[src/rtl/tape_codec_pkg.sv]
package tape_codec_pkg;

  localparam int FRAME_BITS = 9;
  localparam int CTRL_POS   = 4;
  localparam int DATA_W     = 8;
  localparam int IDX_W      = $clog2(FRAME_BITS + 2);

  typedef enum logic [1:0] {
    SYM_NONE = 2'b00,
    SYM_ZERO = 2'b01,
    SYM_ONE  = 2'b10,
    SYM_MARK = 2'b11
  } sym_t;

  function automatic logic [FRAME_BITS-1:0] build_frame(input logic [DATA_W-1:0] d,
                                                        input logic c);
    return {d[7:4], c, d[3:0]};
  endfunction

  function automatic logic [DATA_W-1:0] frame_data(input logic [FRAME_BITS-1:0] f);
    return {f[8:5], f[3:0]};
  endfunction

endpackage

[src/rtl/tape_wr_serializer.sv]
module tape_wr_serializer
  import tape_codec_pkg::*;
#(
  parameter int GAP_TICKS   = 6400,
  parameter int PULSE_TICKS = 4160
) (
  input  logic              clk,
  input  logic              rst_n,
  input  logic              in_valid,
  input  logic [DATA_W-1:0] in_data,
  input  logic              in_ctrl,
  output logic              in_ready,
  output logic              ch0,
  output logic              ch1
);
  localparam int MAXT    = (GAP_TICKS > PULSE_TICKS) ? GAP_TICKS : PULSE_TICKS;
  localparam int TW      = $clog2(MAXT + 1);
  localparam int LAST_IX = FRAME_BITS + 1;

  typedef enum logic [1:0] {W_IDLE, W_GAP, W_PULSE} wst_t;

  wst_t                  st;
  logic [TW-1:0]         tcnt;
  logic [FRAME_BITS-1:0] shreg;
  logic [IDX_W-1:0]      idx;
  logic                  lead_pend;
  sym_t                  cur_sym;

  // index 0 is the leading mark, 1..9 the frame bits, 10 the closing mark
  always_comb begin
    if (idx == '0 || idx == IDX_W'(LAST_IX)) cur_sym = SYM_MARK;
    else if (shreg[FRAME_BITS-1])             cur_sym = SYM_ONE;
    else                                      cur_sym = SYM_ZERO;
  end

  always_ff @(posedge clk) begin
    if (!rst_n) begin
      st        <= W_IDLE;
      tcnt      <= '0;
      shreg     <= '0;
      idx       <= '0;
      lead_pend <= 1'b1;
    end else begin
      case (st)
        W_IDLE: if (in_valid) begin
          shreg     <= build_frame(in_data, in_ctrl);
          idx       <= lead_pend ? '0 : IDX_W'(1);
          lead_pend <= 1'b0;
          tcnt      <= '0;
          st        <= W_GAP;
        end
        W_GAP: begin
          if (tcnt == TW'(GAP_TICKS - 1)) begin
            tcnt <= '0;
            st   <= W_PULSE;
          end else begin
            tcnt <= tcnt + 1'b1;
          end
        end
        W_PULSE: begin
          if (tcnt == TW'(PULSE_TICKS - 1)) begin
            tcnt <= '0;
            if (idx == IDX_W'(LAST_IX)) begin
              st <= W_IDLE;
            end else begin
              if (idx != '0) shreg <= {shreg[FRAME_BITS-2:0], 1'b0};
              idx <= idx + 1'b1;
              st  <= W_GAP;
            end
          end else begin
            tcnt <= tcnt + 1'b1;
          end
        end
        default: st <= W_IDLE;
      endcase
    end
  end

  assign in_ready = (st == W_IDLE);
  assign ch0      = (st == W_PULSE) && cur_sym[0];
  assign ch1      = (st == W_PULSE) && cur_sym[1];

endmodule

[src/rtl/tape_rd_classifier.sv]
module tape_rd_classifier
  import tape_codec_pkg::*;
#(
  parameter int WIN_TICKS = 16
) (
  input  logic clk,
  input  logic rst_n,
  input  logic in0,
  input  logic in1,
  output logic sym_valid,
  output sym_t sym
);
  localparam int WW = $clog2(WIN_TICKS + 1);

  logic [1:0]    prev;
  logic [1:0]    rise;
  logic [1:0]    seen;
  logic          win_open;
  logic [WW-1:0] wcnt;

  assign rise = {in1, in0} & ~prev;

  always_ff @(posedge clk) begin
    if (!rst_n) begin
      prev      <= '0;
      seen      <= '0;
      win_open  <= 1'b0;
      wcnt      <= '0;
      sym_valid <= 1'b0;
      sym       <= SYM_NONE;
    end else begin
      prev      <= {in1, in0};
      sym_valid <= 1'b0;
      if (!win_open) begin
        if (|rise) begin
          win_open <= 1'b1;
          seen     <= rise;
          wcnt     <= '0;
        end
      end else begin
        seen <= seen | rise;
        if (wcnt == WW'(WIN_TICKS - 1)) begin
          sym_valid <= 1'b1;
          sym       <= sym_t'(seen | rise);
          win_open  <= 1'b0;
        end else begin
          wcnt <= wcnt + 1'b1;
        end
      end
    end
  end

endmodule

[src/rtl/tape_rd_framer.sv]
module tape_rd_framer
  import tape_codec_pkg::*;
(
  input  logic              clk,
  input  logic              rst_n,
  input  logic              sym_valid,
  input  sym_t              sym,
  input  logic              ctrl_mode,
  output logic              out_valid,
  input  logic              out_ready,
  output logic [DATA_W-1:0] out_data,
  output logic              irq,
  output logic              bof
);
  localparam int OVER = FRAME_BITS + 1;
  localparam logic [DATA_W-1:0] BOF_CODE = 8'h3C;

  logic                  synced;
  logic [IDX_W-1:0]      bcnt;
  logic [FRAME_BITS-1:0] fr;
  logic                  frame_ok;
  logic                  take;
  logic                  blocked;
  logic [DATA_W-1:0]     nxt_data;

  assign nxt_data = frame_data(fr);
  assign frame_ok = sym_valid && (sym == SYM_MARK) && synced && (bcnt == IDX_W'(FRAME_BITS));
  assign take     = !ctrl_mode || fr[CTRL_POS];
  assign blocked  = out_valid && !out_ready;

  always_ff @(posedge clk) begin
    if (!rst_n) begin
      synced    <= 1'b0;
      bcnt      <= '0;
      fr        <= '0;
      out_valid <= 1'b0;
      out_data  <= '0;
      irq       <= 1'b0;
      bof       <= 1'b0;
    end else begin
      irq <= 1'b0;
      bof <= 1'b0;
      if (out_valid && out_ready) out_valid <= 1'b0;
      if (sym_valid) begin
        if (sym == SYM_MARK) begin
          synced <= 1'b1;
          bcnt   <= '0;
          if (frame_ok && take && !blocked) begin
            out_valid <= 1'b1;
            out_data  <= nxt_data;
            irq       <= ctrl_mode;
            bof       <= ctrl_mode && (nxt_data == BOF_CODE);
          end
        end else if (synced && bcnt != IDX_W'(OVER)) begin
          fr   <= {fr[FRAME_BITS-2:0], (sym == SYM_ONE)};
          bcnt <= bcnt + 1'b1;
        end
      end
    end
  end

endmodule

[src/rtl/tape_byte_codec.sv]
module tape_byte_codec
  import tape_codec_pkg::*;
#(
  parameter int GAP_TICKS   = 6400,
  parameter int PULSE_TICKS = 4160,
  parameter int WIN_TICKS   = 16
) (
  input  logic       clk,
  input  logic       rst_n,
  input  logic       wr_valid,
  output logic       wr_ready,
  input  logic [7:0] wr_data,
  input  logic       wr_ctrl,
  output logic       tape_out0,
  output logic       tape_out1,
  input  logic       tape_in0,
  input  logic       tape_in1,
  input  logic       rd_ctrl_mode,
  output logic       rd_valid,
  input  logic       rd_ready,
  output logic [7:0] rd_data,
  output logic       rd_irq,
  output logic       rd_bof
);
  logic sym_valid;
  sym_t sym;

  tape_wr_serializer #(
    .GAP_TICKS  (GAP_TICKS),
    .PULSE_TICKS(PULSE_TICKS)
  ) i_wr (
    .clk     (clk),
    .rst_n   (rst_n),
    .in_valid(wr_valid),
    .in_data (wr_data),
    .in_ctrl (wr_ctrl),
    .in_ready(wr_ready),
    .ch0     (tape_out0),
    .ch1     (tape_out1)
  );

  tape_rd_classifier #(
    .WIN_TICKS(WIN_TICKS)
  ) i_cls (
    .clk      (clk),
    .rst_n    (rst_n),
    .in0      (tape_in0),
    .in1      (tape_in1),
    .sym_valid(sym_valid),
    .sym      (sym)
  );

  tape_rd_framer i_frm (
    .clk      (clk),
    .rst_n    (rst_n),
    .sym_valid(sym_valid),
    .sym      (sym),
    .ctrl_mode(rd_ctrl_mode),
    .out_valid(rd_valid),
    .out_ready(rd_ready),
    .out_data (rd_data),
    .irq      (rd_irq),
    .bof      (rd_bof)
  );

endmodule

[config.mk]
export PLATFORM = sky130hd
export DESIGN_NAME = tape_byte_codec
export DESIGN_NICKNAME = d
export VERILOG_FILES = /design/src/rtl/tape_codec_pkg.sv /design/src/rtl/tape_wr_serializer.sv /design/src/rtl/tape_rd_classifier.sv /design/src/rtl/tape_rd_framer.sv /design/src/rtl/tape_byte_codec.sv
export SDC_FILE = /design/constraint.sdc
export NUM_CORES = 1
export LEC_CHECK = 0
export CELL_PAD_IN_SITES_DETAIL_PLACEMENT = 0
export CELL_PAD_IN_SITES_GLOBAL_PLACEMENT = 1
export CORE_ASPECT_RATIO = 0.5
export CORE_MARGIN = 2
export CORE_UTILIZATION = 45
export CTS_BUF_LIST = sky130_fd_sc_hd__clkbuf_8
export CTS_CLUSTER_DIAMETER = 40
export DETAILED_ROUTE_END_ITERATION = 6
export PLACE_DENSITY = 0.92
export SKIP_CTS_REPAIR_TIMING = 1
export SLEW_MARGIN = 15
export SYNTH_ARGS = -nofsm -noshare
export SYNTH_HDL_FRONTEND = slang
export SYNTH_SLANG_ARGS = --single-unit
export TNS_END_PERCENT = 10
[constraint.sdc]
create_clock -name clk -period 2.72 [get_ports clk]
set_input_delay 0.544 -clock clk [delete_from_list [all_inputs] [get_ports clk]]
set_output_delay 0.544 -clock clk [all_outputs]
set_load 0.005 [all_outputs]
==> qor.txt, run 1 <==
Placer Congestion: 0.824
R2R cell count: 5
Sequential cell area: 1340 sq um
Hold path depth: 1
Final wirelength: 6070 microns
Minimum clock period: 2.55 ns
CTS tree: done
R2r endpoint: i_wr.tcnt[10]
Router iterations before antenna repair: 4
Dpl cells: 467
Worst slew pin tran: 0.718 ns
Layout area overhead: 19.5%
Setup repair after global routing missed its margin: false
Worst-path cell chain: inv_1 > ha_1 > mux2_2 > a21oi_1 > nor2b_1 > clkdlybuf4s50_1
Min-delay worst type: register to register
Skew final: 0.00924 ns
Number of max-cap violations: 0
DR WL/cell: 12.6 microns
Worst hold start: i_cls.wcnt[3]
Nets: 415
Diodes inserted: 0
WHS Endpoint: i_cls.wcnt[3]
Initial Utilization: 46.4%
Final hold vios: 0
Worst setup margin: 0.171 ns
Drt first-iter violations: 140
Net switching power: 0.450 mW
Register share of total power: 52.0%
Gr ovfl total: 0
Die area: 7570 sq um
Vias per cell: 5.25
Cell Area, Synth: 3080 sq um
Placed Area: 3500 sq um
Clk pin slew, worst setup/hold paths: 0.07 ns
DP HPWL: 4340 microns
Worst-Skew Late Latency: 0.34 ns
Post-synthesis mux area share: 8.84%
Synth cell types: 47
Power share of the clock group: 39.5%
DIE HEIGHT: 62.5 microns
Gr usage total: 17.0%
I/O pin count: 30
Ys async rst share: 0%
Leak: 1.37 nW
Synth Register Bits: 67
Setup slack at placement: 0.436 ns
Largest family of logic cells by synthesized area: simple AND/OR/NAND/NOR gates
Chip width: 121 microns
CP Data Required Time: 2.18 ns
Clk root buf: clkbuf_8
Achievable Freq: 0.392 GHz
Share of cells above drive strength 1: 10.5%
Setup TNS: 0 ns
Post-synth EDFFs: 0
Design area: 3680 sq um
Worst hold slack: 0.459 ns
Adder-cell area share of the yosys netlist: 5.27%
Tcrit/Tclk final: 93.7%
Critical Path Sink Type: output port
Num CTS Buffers: 9
Initial antenna violation count: 0
Outcome: finished clean
Post-Synth XOR/XNOR Area: 2.84%
Final setup viols: 0
Routed Antenna Nets: 0
CTS sink count: 67
Fill cells: 588
P_int: 1.51 mW
Synth Area in Compound Gates: 12.0%
Largest net degree at the start of global routing: 31
Worst R2R Start: i_wr.tcnt[8]
CP arrival: 2.01 ns
Syn. warnings: 0
Multi-input gate area: 1670 sq um
Peak VDD IR: 0.231 mV
Comb power frac: 8.5%
Crit-path max cell delay: 0.44 ns
DRC viols: 0
IO buf count: 29
Slowest CP cell: clkdlybuf4s50_1
Fin cells: 481
Total power: 1.96 mW
CP Class: register to output port
Fin. max-slew vios: 0
Register area share after synthesis: 43.5%
Avg Synthesized Cell Area: 8.84 sq um
PD cells: 533 nW/um^2
Post-synthesis simple-gate area fraction: 25.1%
Reg2reg setup slack: 0.42 ns
Rows: 21
Synthesized Nets: 378
Switching Share: 22.9%
CP startpoint kind: register
Cells after Synth: 349
Via Count: 2527
Core area: 6650 sq um
Crit Path Max Fanout: 4
Htree depth: 3
Main flop type after synthesis: dfxtp_1
First-pass GRT wire length: 10500 microns
Clock Path Buffers: 2
Max transition margin: 52.1%
Vias in the first global route: 2363
Util after Layout: 55.4%
==> area by class of cell <==
type,instances,area share (%)
clock buffer,10,3.74
clock inverter,4,1.19
inverter,10,1.02
multi-input combinational,262,45.2
sequential,67,36.4
tap,92,3.12
timing repair buffer,36,9.30
==> sequential cells by signal, summed over array words and instances (netlist names), 2 cells and up <==
register and flops:
i_cls.prev 2, i_cls.seen 2, i_cls.sym 2, i_cls.wcnt 5
i_frm.bcnt 4, i_frm.fr 9, i_frm.out_data 8, i_wr.idx 4
i_wr.shreg 9, i_wr.st 2, i_wr.tcnt 13
==> cells by family after synthesis <==
kind of cell               Yosys count
buffers and inverters               20
DFF                                 67
xor gates and xnor gates            10
adders and majority gates           13
and+or+nand+nor                    158
AOI/OAI and AO/OA                   55
muxes                               26
==> power by group through the flow <==
stage / Clock, mW / Combinational, mW / Sequential (mW)
global placement: 0 / 0.161 / 1.04
floorplan: 0 / 0.113 / 1.04
detailed placement: 0 / 0.167 / 1.04
global route: 0.840 / 0.187 / 1.02
finish: 0.776 / 0.167 / 1.02
CTS: 0.796 / 0.168 / 1.02
==> worst max-delay path by stage <==
| stage | slack [ns] | depth (start not counted) | from | to |
|---|---|---|---|---|
| 6_report | 0.17 | 6 | i_wr.idx[0] | tape_out1 |
| 5_1_grt | 0.04 | 6 | i_wr.idx[0] | tape_out1 |
| 4_1_cts | 0.15 | 6 | i_wr.idx[0] | tape_out1 |
| 3_5_place_dp | 0.44 | 6 | wr_valid | i_wr.tcnt[10] |
| 3_3_place_gp | 0.51 | 6 | wr_valid | i_wr.tcnt[9] |
| 2_1_floorplan | 0.71 | 5 | i_wr.tcnt[8] | i_wr.tcnt[10] |
==> synthesized netlist by cell type, types with 2 or more instances <==
cell | instances | share of area [%]
a21oi_1 | 22 | 3.6
a22oi_1 | 2 | 0.49
a31oi_1 | 6 | 1.2
a41oi_1 | 2 | 0.57
and2_1 | 3 | 0.61
and3_1 | 4 | 0.81
clkbuf_1 | 8 | 0.97
dfxtp_1 | 67 | 43
ha_1 | 13 | 5.3
inv_1 | 9 | 1.1
mux2_2 | 10 | 3.7
mux2i_1 | 16 | 5.2
nand2_1 | 33 | 4.0
nand2b_1 | 6 | 1.2
nand3_1 | 19 | 3.1
nand3b_1 | 7 | 1.7
nand4_1 | 2 | 0.41
nor2_1 | 59 | 7.2
nor2b_1 | 8 | 1.6
nor3_1 | 3 | 0.49
nor4_1 | 4 | 0.81
o21ai_0 | 12 | 1.9
or3_1 | 2 | 0.41
xnor2_1 | 4 | 1.1
xor2_1 | 6 | 1.7
==> routing by layer <==
layer / wire length [microns] / part of all wire (%) / track usage (%) / vias to the layer above
met1: 2860 / 47 / 21.6 / 1183
met2: 2830 / 47 / 27.8 / 58
met5: 0 / 0 / 0 / -
met3: 297 / 4.9 / 4.47 / 6
met4: 84 / 1.4 / 6.40 / 0
li1: - / - / - / 1280
==> cells in the final DEF, fill, tap and decap left out, drive strengths merged, types with 2 or more instances in the layout <==
cell / n
dfxtp: 67
nor2: 59
nand2: 33
clkdlybuf4s50: 29
a21oi: 22
nand3: 20
mux2i: 16
ha: 13
o21ai: 13
inv: 11
mux2: 10
clkbuf: 10
nor2b: 8
nand3b: 7
buf: 7
nand2b: 6
a31oi: 6
xor2: 6
and3: 5
xnor2: 4
nor4: 4
or3: 4
and2: 3
nor3: 3
nand4: 2
a41oi: 2
a22oi: 2
clkinv: 2
a21boi: 2
o41ai: 2
==> worst max-delay path: cells and delay by family, from the launching register on <==
family	cells	cell delay [ns]
adder cells (fa/ha/maj)	1	0.23
AND/OR/NAND/NOR	1	0.07
multiplexers	1	0.29
AO/OA/AOI/OAI	1	0.16
buffers and inverters	2	0.54
flip-flops	1	0.39
Note: power is estimated with default switching activity, not from simulation.
==> run 2: changes to the inputs <==
--- a/config.mk
+++ b/config.mk
@@ -7,7 +7,6 @@
 export LEC_CHECK = 0
 export CELL_PAD_IN_SITES_DETAIL_PLACEMENT = 0
 export CELL_PAD_IN_SITES_GLOBAL_PLACEMENT = 1
-export CORE_ASPECT_RATIO = 0.5
 export CORE_MARGIN = 2
 export CORE_UTILIZATION = 45
 export CTS_BUF_LIST = sky130_fd_sc_hd__clkbuf_8
==> qor.txt, run 2 (synthesized netlist as in run 1, its figures left out) <==
CP arrival: 1.99 ns (-0.02 ns)
Share of cells above drive strength 1: 11.0% (+0.49 points)
Fin. max-slew vios: 0 (unchanged)
Minimum clock period: 2.53 ns (-0.0158 ns)
CTS tree: done
Diodes inserted: 0 (unchanged)
Peak VDD IR: 0.319 mV (+38%)
DRC viols: 0 (unchanged)
Final hold vios: 0 (unchanged)
Commonest non-fill, non-tap cells in the layout: dfxtp_1, nor2_1, nand2_1
Clk root buf: clkbuf_8
Worst hold start: i_cls.wcnt[3]
Hold path depth: 1 (unchanged)
Total power: 2.18 mW (+11%)
Vias in the first global route: 2385 (+0.93%)
Util after Layout: 55.5% (about the same)
Max reg flops: 13 (unchanged)
Via Count: 2500 (-1.1%)
Min-delay worst type: register to register
Vias per cell: 5.32 (+1.2%)
Worst setup margin: 0.187 ns (+0.0158 ns)
CP startpoint kind: register
Tcrit/Tclk final: 93.1% (-0.58 points)
Gr usage total: 17.2% (+0.22 points)
Routed Antenna Nets: 0 (unchanged)
Most common cell after layout, fill and taps aside: dfxtp_1
Biggest regs: i_wr.tcnt: 13 flops, i_frm.fr: 9 flops, i_wr.shreg: 9 flops
Dpl cells: 455 (-2.6%)
Setup slack at placement: 0.428 ns (-0.00814 ns)
Fin cells: 470 (-2.3%)
Placed Area: 3490 sq um (-0.43%)
Setup TNS: 0 ns (unchanged)
Crit path from: i_wr.idx[0]
Critical Path Sink Type: output port
Drt first-iter violations: 148 (+5.7%)
Leak: 1.38 nW (+0.91%)
Rows: 30 (+43%)
Final wirelength: 6220 microns (+2.4%)
First-pass GRT wire length: 10400 microns (-0.66%)
Worst R2R Start: i_wr.tcnt[8]
CTS sink count: 67 (unchanged)
Largest net degree at the start of global routing: 45 (+45%)
Worst slew pin tran: 0.675 ns (-0.0438 ns)
I/O pin count: 30 (unchanged)
Nets: 415 (unchanged)
Crit Path Max Fanout: 4 (unchanged)
Die area: 7530 sq um (-0.54%)
Outcome: finished clean
CP Class: register to output port
IO buf count: 29 (unchanged)
Achievable Freq: 0.395 GHz (+0.63%)
Setup repair after global routing missed its margin: false
Htree depth: 3 (unchanged)
R2R cell count: 5 (unchanged)
Initial Utilization: 45.9% (-0.49 points)
Number of max-cap violations: 0 (unchanged)
Max transition margin: 54.6% (+2.5 points)
Chip width: 86.8 microns (-28%)
Placer Congestion: 0.894 (+8.5%)
Fill cells: 613 (+4.3%)
Final setup viols: 0 (unchanged)
Largest Register: i_wr.tcnt
Design area: 3730 sq um (+1.1%)
DP HPWL: 4310 microns (-0.71%)
CP Data Required Time: 2.18 ns (about the same)
Num CTS Buffers: 9 (unchanged)
PD cells: 585 nW/um^2 (+9.7%)
Skew final: 0.0119 ns (+0.00263 ns)
Worst hold slack: 0.458 ns (-0.00174 ns)
Worst-Skew Late Latency: 0.34 ns (about the same)
DR WL/cell: 13.2 microns (+4.8%)
Gr ovfl total: 0 (unchanged)
Layout area overhead: 20.8%
Core area: 6720 sq um (+1.1%)
DIE HEIGHT: 86.8 microns (+39%)
Router iterations before antenna repair: 4 (unchanged)
Clk pin slew, worst setup/hold paths: 0.07 ns (about the same)
Clock Path Buffers: 2 (unchanged)
Initial antenna violation count: 0 (unchanged)
## run 2: power by group
| part | total [mW] | leakage, nW | switching (mW) | internal (mW) |
|---|---|---|---|---|
| sequential | 1.02 | 0.544 | 0.0163 | 1.00 |
| clock | 0.990 | 0.112 | 0.384 | 0.607 |
| combinational | 0.169 | 0.726 | 0.0899 | 0.0792 |
| total | 2.18 | 1.38 | 0.490 | 1.69 |
## run 2: area by class of cell
| type | instances | area [sq um] | share of cell area [%] |
|---|---|---|---|
| Tap cell | 80 | 100 | 2.69 |
| Sequential cell | 67 | 1340 | 36.0 |
| Timing Repair Buffer | 36 | 343 | 9.20 |
| Multi-Input combinational cell | 262 | 1670 | 44.7 |
| Clock buffer | 9 | 124 | 3.32 |
| Inverter | 10 | 37.5 | 1.01 |
| Clock inverter | 6 | 114 | 3.06 |
## run 2: per-layer routing
layer / routed length (microns) / vias to the layer above / global-route usage, %
li1: - / 1296 / -
met1: 3040 / 1150 / 21.0
met2: 2910 / 45 / 28.6
met3: 174 / 9 / 3.52
met4: 97 / 0 / 8.95
met5: 0 / - / 0
## run 2: final timing paths
check	to	slack, ns
hold / removal	i_cls.wcnt[3]	0.46
setup / recovery	tape_out1	0.19
hold reg to reg	i_cls.wcnt[3]	0.46
setup reg to reg	i_wr.tcnt[4]	0.40
## run 2: critical path: stages, from the launching register on
cell and delay [ns]:
dfxtp_1 0.38, inv_1 0.09, ha_1 0.23, mux2_2 0.29, a21oi_1 0.16, nor2b_1 0.07
clkdlybuf4s50_1 0.44
==> run 3: changes to the inputs <==
--- a/config.mk
+++ b/config.mk
@@ -11,6 +11,7 @@
 export CORE_UTILIZATION = 45
 export CTS_BUF_LIST = sky130_fd_sc_hd__clkbuf_8
 export CTS_CLUSTER_DIAMETER = 40
+export CTS_CLUSTER_SIZE = 14
 export DETAILED_ROUTE_END_ITERATION = 6
 export PLACE_DENSITY = 0.92
 export SKIP_CTS_REPAIR_TIMING = 1
==> results of run 3 <==
No change in the layout: final DEF, timing and power equal those of run 2.
